File: src/rtl/rxbuf_ring.sv
module rxbuf_ring #(
  parameter int NUM_SLOTS = 8,
  parameter int BUF_BYTES = 16,
  parameter int IDLE_W    = 16,
  localparam int SLOT_W   = (NUM_SLOTS > 1) ? $clog2(NUM_SLOTS) : 1,
  localparam int IDX_W    = (BUF_BYTES > 1) ? $clog2(BUF_BYTES) : 1,
  localparam int CNT_W    = $clog2(BUF_BYTES + 1)
) (
  input  logic              clk,
  input  logic              rst_n,
  input  logic [9:0]        ctrl_word,
  input  logic [IDLE_W-1:0] idle_limit,
  input  logic              tick,
  input  logic              rx_valid,
  input  logic [7:0]        rx_data,
  input  logic              rx_perr,
  input  logic              rx_ferr,
  input  logic              rx_oerr,
  input  logic              clr_valid,
  input  logic [SLOT_W-1:0] clr_slot,
  input  logic [SLOT_W-1:0] stat_slot,
  output logic [4:0]        stat_word,
  output logic [CNT_W-1:0]  stat_len,
  input  logic [SLOT_W-1:0] rd_slot,
  input  logic [IDX_W-1:0]  rd_idx,
  output logic [7:0]        rd_data,
  output logic [SLOT_W-1:0] active_slot,
  output logic [CNT_W-1:0]  fill_count,
  output logic              ready_evt,
  output logic [SLOT_W-1:0] ready_slot,
  output logic              abort_evt
);
  localparam int MEM_D  = NUM_SLOTS * BUF_BYTES;
  localparam int MEM_AW = (MEM_D > 1) ? $clog2(MEM_D) : 1;

  logic [7:0]        mem [MEM_D];
  logic [4:0]        stat [NUM_SLOTS];
  logic [4:0]        stat_nxt [NUM_SLOTS];
  logic [CNT_W-1:0]  len [NUM_SLOTS];
  logic [SLOT_W-1:0] active;
  logic [CNT_W-1:0]  cnt;
  logic [IDLE_W-1:0] timer;
  logic              halted, drop_ovr;

  wire       en   = ctrl_word[0];
  wire       abrt = ctrl_word[1];
  wire [3:0] fld  = ctrl_word[9:6];
  logic      unused_ctrl;
  assign unused_ctrl = ^ctrl_word[5:2];

  logic [3:0] n_use;
  assign n_use = (fld == 4'd0) ? 4'd1 : ((32'(fld) > NUM_SLOTS) ? 4'(NUM_SLOTS) : fld);

  wire run      = en && !halted && !abrt;
  wire act_rdy  = stat[active][0];
  wire take     = run && rx_valid && !act_rdy;
  wire drop     = run && rx_valid && act_rdy;
  wire full_cls = take && (32'(cnt) == BUF_BYTES - 1);
  wire timing   = run && !rx_valid && tick && (cnt != '0) && (idle_limit != '0);
  wire idle_cls = timing && (32'(timer) + 1 >= 32'(idle_limit));
  wire close    = full_cls || idle_cls;

  logic [SLOT_W-1:0] next_act;
  assign next_act = (32'(active) + 1 >= 32'(n_use)) ? '0 : active + 1'b1;

  wire [MEM_AW-1:0] wr_addr = MEM_AW'(32'(active) * BUF_BYTES + 32'(cnt));
  wire [MEM_AW-1:0] rd_addr = MEM_AW'(32'(rd_slot) * BUF_BYTES + 32'(rd_idx));

  assign rd_data     = mem[rd_addr];
  assign stat_word   = stat[stat_slot];
  assign stat_len    = len[stat_slot];
  assign active_slot = active;
  assign fill_count  = cnt;

  always_comb begin
    for (int s = 0; s < NUM_SLOTS; s++) begin
      stat_nxt[s] = (clr_valid && 32'(clr_slot) == s) ? 5'd0 : stat[s];
      if (32'(active) == s) begin
        if (take)  stat_nxt[s] = stat_nxt[s] | {rx_oerr | drop_ovr, rx_ferr, rx_perr, 2'b00};
        if (close) stat_nxt[s] = stat_nxt[s] | {3'b000, idle_cls, 1'b1};
      end
    end
  end

  always_ff @(posedge clk) begin
    if (take) mem[wr_addr] <= rx_data;
  end

  always_ff @(posedge clk or negedge rst_n) begin
    if (!rst_n) begin
      for (int s = 0; s < NUM_SLOTS; s++) begin
        stat[s] <= '0;
        len[s]  <= '0;
      end
      active     <= '0;
      cnt        <= '0;
      timer      <= '0;
      halted     <= 1'b0;
      drop_ovr   <= 1'b0;
      ready_evt  <= 1'b0;
      ready_slot <= '0;
      abort_evt  <= 1'b0;
    end else begin
      for (int s = 0; s < NUM_SLOTS; s++) stat[s] <= stat_nxt[s];
      ready_evt <= close;
      abort_evt <= en && abrt && !halted;
      if (close) begin
        ready_slot  <= active;
        len[active] <= full_cls ? CNT_W'(BUF_BYTES) : cnt;
      end
      if (!en) begin
        active   <= '0;
        cnt      <= '0;
        timer    <= '0;
        halted   <= 1'b0;
        drop_ovr <= 1'b0;
      end else if (abrt && !halted) begin
        halted <= 1'b1;
      end else if (run) begin
        if (take) begin
          timer    <= '0;
          drop_ovr <= 1'b0;
          if (full_cls) begin
            cnt    <= '0;
            active <= next_act;
          end else begin
            cnt <= cnt + 1'b1;
          end
        end else if (drop) begin
          drop_ovr <= 1'b1;
        end else if (idle_cls) begin
          cnt    <= '0;
          timer  <= '0;
          active <= next_act;
        end else if (timing) begin
          timer <= timer + 1'b1;
        end
      end
    end
  end

  assert_fill_bound_R3: assert property (@(posedge clk) disable iff (!rst_n)
    32'(cnt) < BUF_BYTES);
  assert_evt_marks_ready_R3: assert property (@(posedge clk) disable iff (!rst_n)
    ready_evt |-> stat[ready_slot][0]);
  assert_full_len_R3: assert property (@(posedge clk) disable iff (!rst_n)
    (ready_evt && !stat[ready_slot][1]) |-> (32'(len[ready_slot]) == BUF_BYTES));
  assert_idle_len_R4: assert property (@(posedge clk) disable iff (!rst_n)
    (ready_evt && stat[ready_slot][1]) |-> (len[ready_slot] != '0 && 32'(len[ready_slot]) < BUF_BYTES));
  assert_halt_quiet_R8: assert property (@(posedge clk) disable iff (!rst_n)
    (halted && $past(halted)) |-> !ready_evt);
  assert_abort_pulse_R8: assert property (@(posedge clk) disable iff (!rst_n)
    abort_evt |=> !abort_evt);
  assert_disabled_home_R9: assert property (@(posedge clk) disable iff (!rst_n)
    !en |=> (cnt == '0 && active == '0));
endmodule

File: config.mk
export PLATFORM = sky130hd
export DESIGN_NAME = rxbuf_ring
export DESIGN_NICKNAME = d
export VERILOG_FILES = /design/src/rtl/rxbuf_ring.sv
export SDC_FILE = /design/constraint.sdc
export NUM_CORES = 1
export LEC_CHECK = 0
export ABC_CLOCK_PERIOD_IN_PS = 3700
export BUFFER_PORTS_ARGS = -buffer_cell sky130_fd_sc_hd__buf_2
export CORE_UTILIZATION = 40
export CTS_CLUSTER_SIZE = 20
export DETAILED_ROUTE_END_ITERATION = 8
export PLACE_DENSITY = 0.64
export SLEW_MARGIN = 10
export SYNTH_ARGS = -nofsm -noshare
export SYNTH_HDL_FRONTEND = slang
export SYNTH_SLANG_ARGS = --single-unit
File: constraint.sdc
create_clock -name clk -period 3.7 [get_ports clk]
set_input_delay 0.185 -clock clk [delete_from_list [all_inputs] [get_ports clk]]
set_output_delay 0.185 -clock clk [all_outputs]
set_load 0.01 [all_outputs]
==> summary.txt, run 1 <==
Outcome
  – Run status: finished clean

Critical path
  – Buf/Inv on CP: 2
  – Worst path max stage delay: 0.48 ns
  – Critical Path Sink Type: primary output
  – Cell family with most CP delay: compound AO/OA/AOI/OAI gates
  – Cell Chain, Critical Path: mux4_2, a22o_1, a221oi_1, o22ai_1, nor3_1, buf_4, nand3_1, buf_2
  – CP max-delay cell: mux4_2
  – Critical path startpoint category: flip-flop
  – Worst EP required: roughly 3.5 ns
  – Worst-path fanout max: 1
  – Path type of the worst setup path: reg2out
  – WP data arrival: roughly 3.3 ns

GRT
  – Largest net degree at the start of global routing: 110
  – Total GRT Usage: between 10% and 20%
  – Global route total overflow: 0
  – First-pass GRT wire length: ~160 mm
  – Vias in the first global route: 25000
  – Initial antenna violation count: 0

Placement
  – Dpl hpwl: between 60 and 70 mm
  – Placed Instances: 3957
  – Post-place instance area: between 40000 and 50000 um2
  – I/O Buffers: 81
  – Placer Congestion: 0.847

Cells and area
  – Design area: roughly 52000 um2
  – NumNets Final: approximately 2700
  – Share of cells above drive strength 1: 26.3%
  – Ant diodes: 0
  – Non-Filler Instances: 4182
  – Most frequent cells in the layout: 1024 x edfxtp_1, 245 x mux4_2, 166 x nor2_1
  – Area growth syn-to-layout: 14.9%
  – Most common cell after layout, fill and taps aside: edfxtp_1

Clock network
  – CTS Sinks: roughly 1100
  – TritonCTS clock tree: yes
  – Root Driver: clkbuf_16
  – H-tree Lvls: 3
  – Skew-Pair Late Insertion Delay: between 0.7 and 0.8 ns
  – Clk pin slew, worst setup/hold paths: ~0.060 ns
  – Num CTS Buffers: 109
  – CTS Buffer Depth: 3

Synthesis
  – Cell Area, Synth: approximately 46000 um2
  – Post-synth ARST share: ~9.8%
  – Mapped Cells: 2404
  – Synthesis Warnings: 0
  – Most used DFF post-synth: edfxtp_1
  – Synth Register Bits: 1135
  – Syn nets: 2490
  – Seq/Total Area, Yosys: 73.6%
  – Post-synthesis average cell area: around 19 um2
  – EDFF count, synth: 1024
  – Synth cell types: 68

Timing
  – Setup violators final: 0
  – Final clock skew: about 0.042 ns
  – Fin crit period: around 3.5 ns
  – Slew Viols, Final: 0
  – WHS: approximately 0.06 ns
  – RSZ-0062 raised after global routing: false
  – Worst slew pin tran: ~1.2 ns
  – Hold Vio Cnt, Final: 0
  – Max Fclk: around 290 MHz
  – Part of the cycle the worst path needs: approximately 94%
  – Relative slew slack: between 20% and 30%

Route
  – DRT Pass-1 Iters: 5
  – Vias: 24000
  – Avg WL per Cell: approximately 26 um
  – Iteration-0 DRC Markers: 2603
  – Post-route DRC violation count: 0
  – ANT nets after route: 0
  – Wirelength, routed: around 110 mm
  – Vias per Instance: 5.73

Floorplan
  – Die Height: 339 um
  – Io pins: 86
  – Core Footprint: 113000 um2
  – Starting density of the core: about two fifths
  – Die area: 115000 um2
  – Die width: approximately 340 um
  – Cell Rows: 123

Pwr
  – PnR Total Power: approximately 28 mW
  – Max VDD drop: about 0.4 mV
  – LEAKAGE: around 17 nW
  – Pwr Density: approximately 530 nW/um2

Flow run
  – Max Cap Violations: 0

Min path
  – Hold WC Path Type: in2reg
flip-flops by register name (all words and copies together), names as in the netlist:
register	count
halted	1
abort_evt	1
len	40
stat	40
active_slot	3
mem	1024
fill_count	5
timer	16
drop_ovr	1
ready_slot	3
ready_evt	1
worst min-delay path, cell delays in order:
cell	delay (ns)
buf_2	0.13
nand3_1	0.25
nand2_1	0.08
o21ai_0	0.06
Yosys cell counts, drive strengths merged (2+ instances only):
cell type  number  share of area, %
ha             31              0.85
nor2          169               1.4
a32o           44              0.97
or4             2             0.033
and4            2             0.038
xnor2          10              0.19
a22oi          41              0.68
o21ai          67              0.80
nand3          29              0.32
nand4b          2             0.038
nand4          11              0.16
a21o            2             0.033
nand2b          4             0.055
o221ai         16              0.31
nor4            6             0.082
and3            9              0.12
nor3           39              0.44
nand2          82              0.68
o22ai          26              0.36
xor2            6              0.12
nor2b          27              0.37
o21a            2             0.033
mux2i          22              0.48
and2            6             0.088
o31a            2             0.058
a21oi          25              0.28
nand3b          3             0.049
nor3b           3             0.049
mux4          245                12
inv            33              0.27
clkbuf         74              0.61
dfrtp         111               6.1
buf            65              0.78
a221oi         16              0.31
o31ai           2             0.044
edfxtp       1024                68
mux2           62               1.5
a211oi         34              0.56
a221o          16              0.35
a22o           22              0.42
worst paths after layout:
| kind | from | end | slack [ns] | cells after the start |
|---|---|---|---|---|
| min | clr_valid | stat[7]$_DFF_PN0_ | 0.06 | 4 |
| min in group asynchronous | rst_n | stat[23]$_DFF_PN0_ | 0.21 | 2 |
| min reg2reg | stat[8]$_DFF_PN0_ | stat[8]$_DFF_PN0_ | 0.48 | 2 |
| max reg2reg | timer[0]$_DFFE_PN0P_ | len[14]$_DFFE_PN0P_ | 0.23 | 13 |
| max in group asynchronous | rst_n | timer[8]$_DFFE_PN0P_ | 2.62 | 3 |
| max | mem[61][6]$_DFFE_PP_ | rd_data[6] | 0.22 | 8 |
timing repair:
item                                    CTS  global route
endpoints found under the setup margin    8            61
hold buffers                             10             0
buffers inserted                          3             5
pin swaps                                 1             2
cloned                                    1             0
resized for setup                         1             9
endpoints found under the hold margin   131             0
power by group:
part           internal (mW)  total, mW  switching, mW
Clock                   6.86       11.8           4.90
Combinational          0.636       1.87           1.24
Sequential              14.0       14.1         0.0546
metal layers:
layer	wire [um]	up-vias	global-route usage, %
met1	44400	12600	25.7
met4	3000	0	5.53
met5	0	-	0
li1	-	10200	-
met3	8600	184	3.93
met2	52500	996	30.5
cell families (layout without fill, tap and decap cells):
family | after synthesis | after routing | share of synthesized area (%)
flops | 1135 | 1135 | 73.6
simple gates | 398 | 398 | 4.03
mux | 329 | 329 | 14.1
compound gates | 322 | 323 | 5.37
buf+inv | 173 | 450 | 1.67
fa+ha+maj | 31 | 31 | 0.852
xor+xnor | 16 | 16 | 0.308
cell type report:
cell class                      instances  area (um2)
Fill cell                            9382       60300
Sequential cell                      1135       33500
Multi-Input combinational cell       1097       11300
Clock buffer                          125        2870
Tap cell                             1500        1880
Timing Repair Buffer                  210        1660
Clock inverter                         81         953
Inverter                               34         128
per-stage QoR:
step	TNS, ns	util, %	setup slack [ns]
after floorplan	0	-	0.247
after global placement	0	42.9	0.110
after global routing	0	46.4	0.00890
final	0	46.4	0.217
after CTS	-0.00984	46.4	-0.00500
after detailed placement	-0.0106	42.9	-0.00966
No activity file was read; power rests on OpenSTA's default activity.
==> run 2, diff against run 1 <==
--- a/config.mk
+++ b/config.mk
@@ -7,11 +7,12 @@
 export LEC_CHECK = 0
 export ABC_CLOCK_PERIOD_IN_PS = 3700
 export BUFFER_PORTS_ARGS = -buffer_cell sky130_fd_sc_hd__buf_2
-export CORE_UTILIZATION = 40
+export CAP_MARGIN = 10
+export CORE_UTILIZATION = 30
 export CTS_CLUSTER_SIZE = 20
 export DETAILED_ROUTE_END_ITERATION = 8
-export PLACE_DENSITY = 0.64
-export SLEW_MARGIN = 10
+export PLACE_DENSITY = 0.53
+export SLEW_MARGIN = 20
 export SYNTH_ARGS = -nofsm -noshare
 export SYNTH_HDL_FRONTEND = slang
 export SYNTH_SLANG_ARGS = --single-unit
==> run 2 against run 1 <==
Effect of this change:
- critical path depth stayed put
- first-iteration DRC count is 30% lower
- sequential cell count stayed put
- clock power is 5% lower
- hold slack worse by 0.024 ns
- routed wire length is 3.5% higher
- die area is 33% higher
- global-route usage is 4.2 points lower
- setup slack worse by 0.15 ns
- critical path type unchanged
- largest power group unchanged
==> summary.txt, run 2 (synthesis results as in run 1) <==
Critical path
  – Worst EP required: around 3.5 ns
  – R2r worst-path depth: 13
  – Buf/Inv on CP: 2
  – Path type of the worst setup path: reg2out
  – CP max-delay cell: mux4_2
  – Worst path max stage delay: between 0.5 and 0.6 ns
  – Cell Chain, Critical Path: mux4_2, a22o_1, a221oi_2, o22ai_1, nor3_1, buf_4, nand3_1, buf_2
  – Worst-path fanout max: 1
  – Levels on crit path: 8
  – Critical path startpoint category: flip-flop
  – WP data arrival: between 3 and 4 ns
  – Cell family with most CP delay: compound AO/OA/AOI/OAI gates
  – Critical Path Sink Type: primary output

Clock network
  – Clk pin slew, worst setup/hold paths: 0.06 ns
  – Num CTS Buffers: around 110
  – Root Driver: clkbuf_16
  – Skew-Pair Late Insertion Delay: 0.75 ns
  – CTS Buffer Depth: 3
  – H-tree Lvls: 3
  – CTS Sinks: about 1100
  – TritonCTS clock tree: yes

GRT
  – Vias in the first global route: approximately 24000
  – First-pass GRT wire length: 165 mm
  – Total GRT Usage: around 15%
  – Global route total overflow: 0
  – Initial antenna violation count: 5
  – Largest net degree at the start of global routing: roughly 130

Route
  – Iteration-0 DRC Markers: approximately 1800
  – ANT nets after route: 0
  – Post-route DRC violation count: 0
  – Avg WL per Cell: 23.7 um
  – DRT Pass-1 Iters: 6
  – Vias per Instance: 5.04
  – Vias: between 20000 and 25000
  – Wirelength, routed: between 100 and 150 mm

Pwr
  – LEAKAGE: between 15 and 20 nW
  – Max VDD drop: 0.432 mV
  – Pwr Density: between 500 and 600 nW/um2
  – PnR Total Power: 27.2 mW

Timing
  – Slew Viols, Final: 0
  – Relative slew slack: a little over a quarter
  – RSZ-0062 raised after global routing: false
  – Setup_tns: 0 ns
  – Part of the cycle the worst path needs: 98.2%
  – Max Fclk: 275 MHz
  – Hold Vio Cnt, Final: 0
  – WHS: between 0.03 and 0.04 ns
  – Fin crit period: 3.63 ns
  – Final clock skew: around 0.071 ns
  – Worst slew pin tran: between 1 and 1.5 ns
  – Final WS setup: roughly 0.067 ns
  – Setup violators final: 0

Cells and area
  – Most frequent cells in the layout: 1024 x edfxtp_1, 245 x mux4_2, 167 x nor2_1
  – Share of cells above drive strength 1: 26.5%
  – NumNets Final: ~2700
  – Largest reg by FF count: mem
  – Registers with the most flip-flops: mem: 1024 flops, len: 40 flops, stat: 40 flops
  – Max FFs per register: 1024
  – Non-Filler Instances: 4730
  – Most common cell after layout, fill and taps aside: edfxtp_1
  – Ant diodes: 0
  – Area growth syn-to-layout: 16.4%

Placement
  – Dpl hpwl: about 70 mm
  – Setup WS pre-CTS: roughly 0.11 ns
  – Placer Congestion: between 0.8 and 0.9
  – I/O Buffers: just over 80
  – Placed Instances: between 4000 and 5000

Min path
  – Hold Crit Depth: 1
  – Hold WC Path Type: in2reg

Floorplan
  – Core Footprint: 150000 um2
  – Cell Rows: ~140
  – Die Height: approximately 390 um
  – Die width: about 400 um
  – Starting density of the core: 30.3%
  – Die area: between 150000 and 200000 um2
  – Io pins: 86

Flow run
  – Max Cap Violations: 0

Outcome
  – Run status: finished clean
-- run 2: cell count changes in the layout (fill, tap and decap cells not counted), sizes merged --
cell and change:
buf +26, bufinv -8, clkbuf +5, clkinv +4
dlygate4sd3 +3, inv +2, clkinvlp +1, o31a -1
-- run 2: through the flow --
step / area, um2 / util, %
final: 53000 / 35.3
after global placement: 49200 / 32.7
after CTS: 52900 / 35.2
after detailed placement: 49200 / 32.7
after global routing: 53000 / 35.3
after floorplan: 45500 / -
-- run 2: what timing repair did --
item	4_1_cts	5_1_grt
endpoints found under the setup margin	2	39
cloned	0	0
hold buffers	13	0
pin swaps	0	1
resized for setup	2	9
setup buffers	0	4
hold endpoints to repair	97	0
-- run 2: where the power goes --
group | switching [mW] | internal (mW) | leakage, nW
logic | 1.27 | 0.636 | 4.82
registers | 0.0534 | 14.0 | 10.7
clock network | 4.91 | 6.29 | 1.77
-- run 2: layout make-up --
type	count	area [um2]
Timing Repair Buffer	239	1910
Clock buffer	130	2880
Multi-Input combinational cell	1096	11300
Clock inverter	80	738
Sequential cell	1135	33500
Fill cell	14000	97300
Tap cell	2016	2520
Inverter	34	128
-- run 2: routing by layer --
metal	global-route usage [%]	share of wire, %	vias to the layer above
met5	0	0	-
met4	4.61	2.8	0
met3	2.70	6.3	186
met2	22.7	46	836
met1	20.7	45	12500
li1	-	-	10300
-- run 2: worst paths after layout --
| path | startpoint | endpoint | slack (ns) |
|---|---|---|---|
| worst min-delay path | rx_data[0] | mem[2][0]$_DFFE_PP_ | 0.04 |
| worst max-delay path | mem[61][7]$_DFFE_PP_ | rd_data[7] | 0.07 |
| max in group asynchronous | rst_n | timer[11]$_DFFE_PN0P_ | 2.70 |
| worst min register to register | stat[32]$_DFF_PN0_ | stat[32]$_DFF_PN0_ | 0.48 |
| worst max register to register | timer[1]$_DFFE_PN0P_ | len[39]$_DFFE_PN0P_ | 0.19 |
| min in group asynchronous | rst_n | stat[38]$_DFF_PN0_ | 0.08 |
==> run 3, diff against run 2 <==
--- a/config.mk
+++ b/config.mk
@@ -5,13 +5,14 @@
 export SDC_FILE = /design/constraint.sdc
 export NUM_CORES = 1
 export LEC_CHECK = 0
-export ABC_CLOCK_PERIOD_IN_PS = 3700
+export ABC_CLOCK_PERIOD_IN_PS = 4300
 export BUFFER_PORTS_ARGS = -buffer_cell sky130_fd_sc_hd__buf_2
 export CAP_MARGIN = 10
 export CORE_UTILIZATION = 30
 export CTS_CLUSTER_SIZE = 20
 export DETAILED_ROUTE_END_ITERATION = 8
-export PLACE_DENSITY = 0.53
+export PLACE_DENSITY = 0.51
+export SETUP_SLACK_MARGIN = 0.02
 export SLEW_MARGIN = 20
 export SYNTH_ARGS = -nofsm -noshare
 export SYNTH_HDL_FRONTEND = slang
==> constraint.sdc (replaced) <==
create_clock -name clk -period 4.3 [get_ports clk]
set_input_delay 0.215 -clock clk [delete_from_list [all_inputs] [get_ports clk]]
set_output_delay 0.215 -clock clk [all_outputs]
set_load 0.01 [all_outputs]
==> run 3 against run 2 <==
Effect of this change:
- non-clock buffer count decreased by 73
- cell count decreased by 1.8%
- clock power decreased by 16%
- hold slack improved by 0.038 ns
- die area unchanged
- sequential power decreased by 14%
- register-to-register slack improved by 0.23 ns
- combinational power decreased by 17%
- largest cell class unchanged
==> summary.txt, run 3 (synthesis results as in run 1) <==
Clock network
  – Num CTS Buffers: between 100 and 150
  – Skew-Pair Late Insertion Delay: ~0.73 ns
  – TritonCTS clock tree: yes
  – CTS Buffer Depth: 3
  – Clk pin slew, worst setup/hold paths: approximately 0.060 ns
  – H-tree Lvls: 3
  – Root Driver: clkbuf_16
  – CTS Sinks: approximately 1100

Critical path
  – Cell Chain, Critical Path: ha_1, nand3_1, or4_1, nor2_1, xor2_1, ha_1, a21o_1, a21oi_1, o21ai_0, o31a_4, buf_12, o21ai_2, a22oi_1
  – Crit path from: timer[0]$_DFFE_PN0P_
  – CP max-delay cell: or4_1
  – Most frequent CP cell: ha_1
  – Critical Path Sink Type: flip-flop
  – Worst EP required: 4.84 ns
  – Buf/Inv on CP: 1
  – Path type of the worst setup path: reg2reg
  – Worst path max stage delay: ~0.53 ns
  – Cell family with most CP delay: compound AO/OA/AOI/OAI gates
  – Worst-path fanout max: 26
  – FF-to-FF Start: timer[0]$_DFFE_PN0P_
  – Critical path startpoint category: flip-flop
  – Levels on crit path: 13
  – R2r worst-path depth: 13
  – WP data arrival: approximately 4.4 ns

Floorplan
  – Io pins: 86
  – Starting density of the core: 30.3%
  – Die Height: around 400 um
  – Core Footprint: between 150000 and 200000 um2
  – Die width: between 300 and 400 um
  – Die area: about 150000 um2
  – Cell Rows: between 100 and 150

Timing
  – Final clock skew: approximately 0.025 ns
  – Part of the cycle the worst path needs: 90.2%
  – Fin crit period: 3.88 ns
  – Hold Vio Cnt, Final: 0
  – Setup_tns: 0 ns
  – Slew Viols, Final: 0
  – Max Fclk: roughly 260 MHz
  – Setup violators final: 0
  – RSZ-0062 raised after global routing: false
  – Relative slew slack: between 20% and 30%
  – Worst slew pin tran: 1.10 ns
  – WHS: 0.0739 ns

Cells and area
  – Max FFs per register: 1024
  – Ant diodes: 0
  – Share of cells above drive strength 1: 23.9%
  – Largest reg by FF count: mem
  – Area growth syn-to-layout: 14.5%
  – Registers with the most flip-flops: mem: 1024 flops, len: 40 flops, stat: 40 flops
  – Non-Filler Instances: about 4600
  – Most common cell after layout, fill and taps aside: edfxtp_1
  – Most frequent cells in the layout: 1024 x edfxtp_1, 245 x mux4_2, 167 x nor2_1
  – NumNets Final: roughly 2600
  – Filler cell count: roughly 14000

Route
  – Vias per Instance: between 5 and 6
  – Wirelength, routed: between 100 and 150 mm
  – Iteration-0 DRC Markers: 1911
  – Met3 WL: 7.02 mm
  – Avg WL per Cell: about 24 um
  – Met2 WL: 53.9 mm
  – ANT nets after route: 0
  – WL met1: 48.5 mm
  – DRT Pass-1 Iters: 5
  – Vias: roughly 23000
  – DR top layer: met4
  – Post-route DRC violation count: 0

GRT
  – Global route total overflow: 0
  – Initial antenna violation count: 4
  – First-pass GRT wire length: ~170 mm
  – Vias in the first global route: roughly 24000
  – Total GRT Usage: 14.7%
  – Largest net degree at the start of global routing: 92

Flow run
  – Max Cap Violations: 0

Pwr
  – Pwr Density: 444 nW/um2
  – PnR Total Power: around 23 mW
  – LEAKAGE: 16.8 nW
  – Max VDD drop: a little over 0.4 mV

Outcome
  – Run status: finished clean

Min path
  – HP Start: clr_valid
  – Hold Crit Depth: 4
  – Hold WC Path Type: in2reg

Placement
  – Dpl hpwl: 70.0 mm
  – I/O Buffers: 81
  – Placed Instances: approximately 4400
  – Placer Congestion: slightly above 0.8
run 3: where the power goes:
| group | internal (mW) | switching (mW) | total, mW |
|---|---|---|---|
| registers | 12.1 | 0.0522 | 12.1 |
| logic | 0.523 | 1.07 | 1.59 |
| clock network | 5.29 | 4.12 | 9.41 |
| total | 17.9 | 5.24 | 23.1 |
run 3: final timing paths:
| check | endpoint | slack [ns] |
|---|---|---|
| min reg2reg | stat[17]$_DFF_PN0_ | 0.48 |
| min in group asynchronous | stat[32]$_DFF_PN0_ | 0.47 |
| max reg2reg | len[4]$_DFFE_PN0P_ | 0.42 |
| min | stat[17]$_DFF_PN0_ | 0.07 |
| max in group asynchronous | timer[3]$_DFFE_PN0P_ | 2.75 |
| max | len[4]$_DFFE_PN0P_ | 0.42 |
run 3: stage by stage:
stage | util, % | area [um2] | setup WS [ns]
2_1_floorplan | - | 45500 | 0.847
3_3_place_gp | 32.3 | 48500 | 0.498
3_5_place_dp | 32.3 | 48500 | 0.462
4_1_cts | 34.6 | 52100 | 0.423
5_1_grt | 34.7 | 52100 | 0.144
6_report | 34.7 | 52100 | 0.423
run 3: worst min-delay path, cell delays in order:
cell and delay (ns):
buf_2 0.13, nand3_1 0.26, nand2_1 0.08, o21ai_0 0.06
run 3: area by class of cell:
class	count	area [um2]	area share (%)
sequential	1135	33500	64.3
multi-input combinational	1096	11300	21.6
clock buffer	140	2940	5.63
tap	2016	2520	4.84
timing repair buffer	166	1240	2.38
clock inverter	59	537	1.03
inverter	34	128	0.245
run 3: routing by layer:
metal	GRT usage (%)	up-vias
met3	2.65	161
met2	23.8	787
met5	0	-
met1	20.2	12400
li1	-	10200
met4	4.00	0
run 3: timing repair:
item,4_1_cts,5_1_grt
gates resized for setup,0,0
buffers inserted,0,0
endpoints found under the setup margin,0,0
hold buffers,9,2
endpoints found under the hold margin,106,51
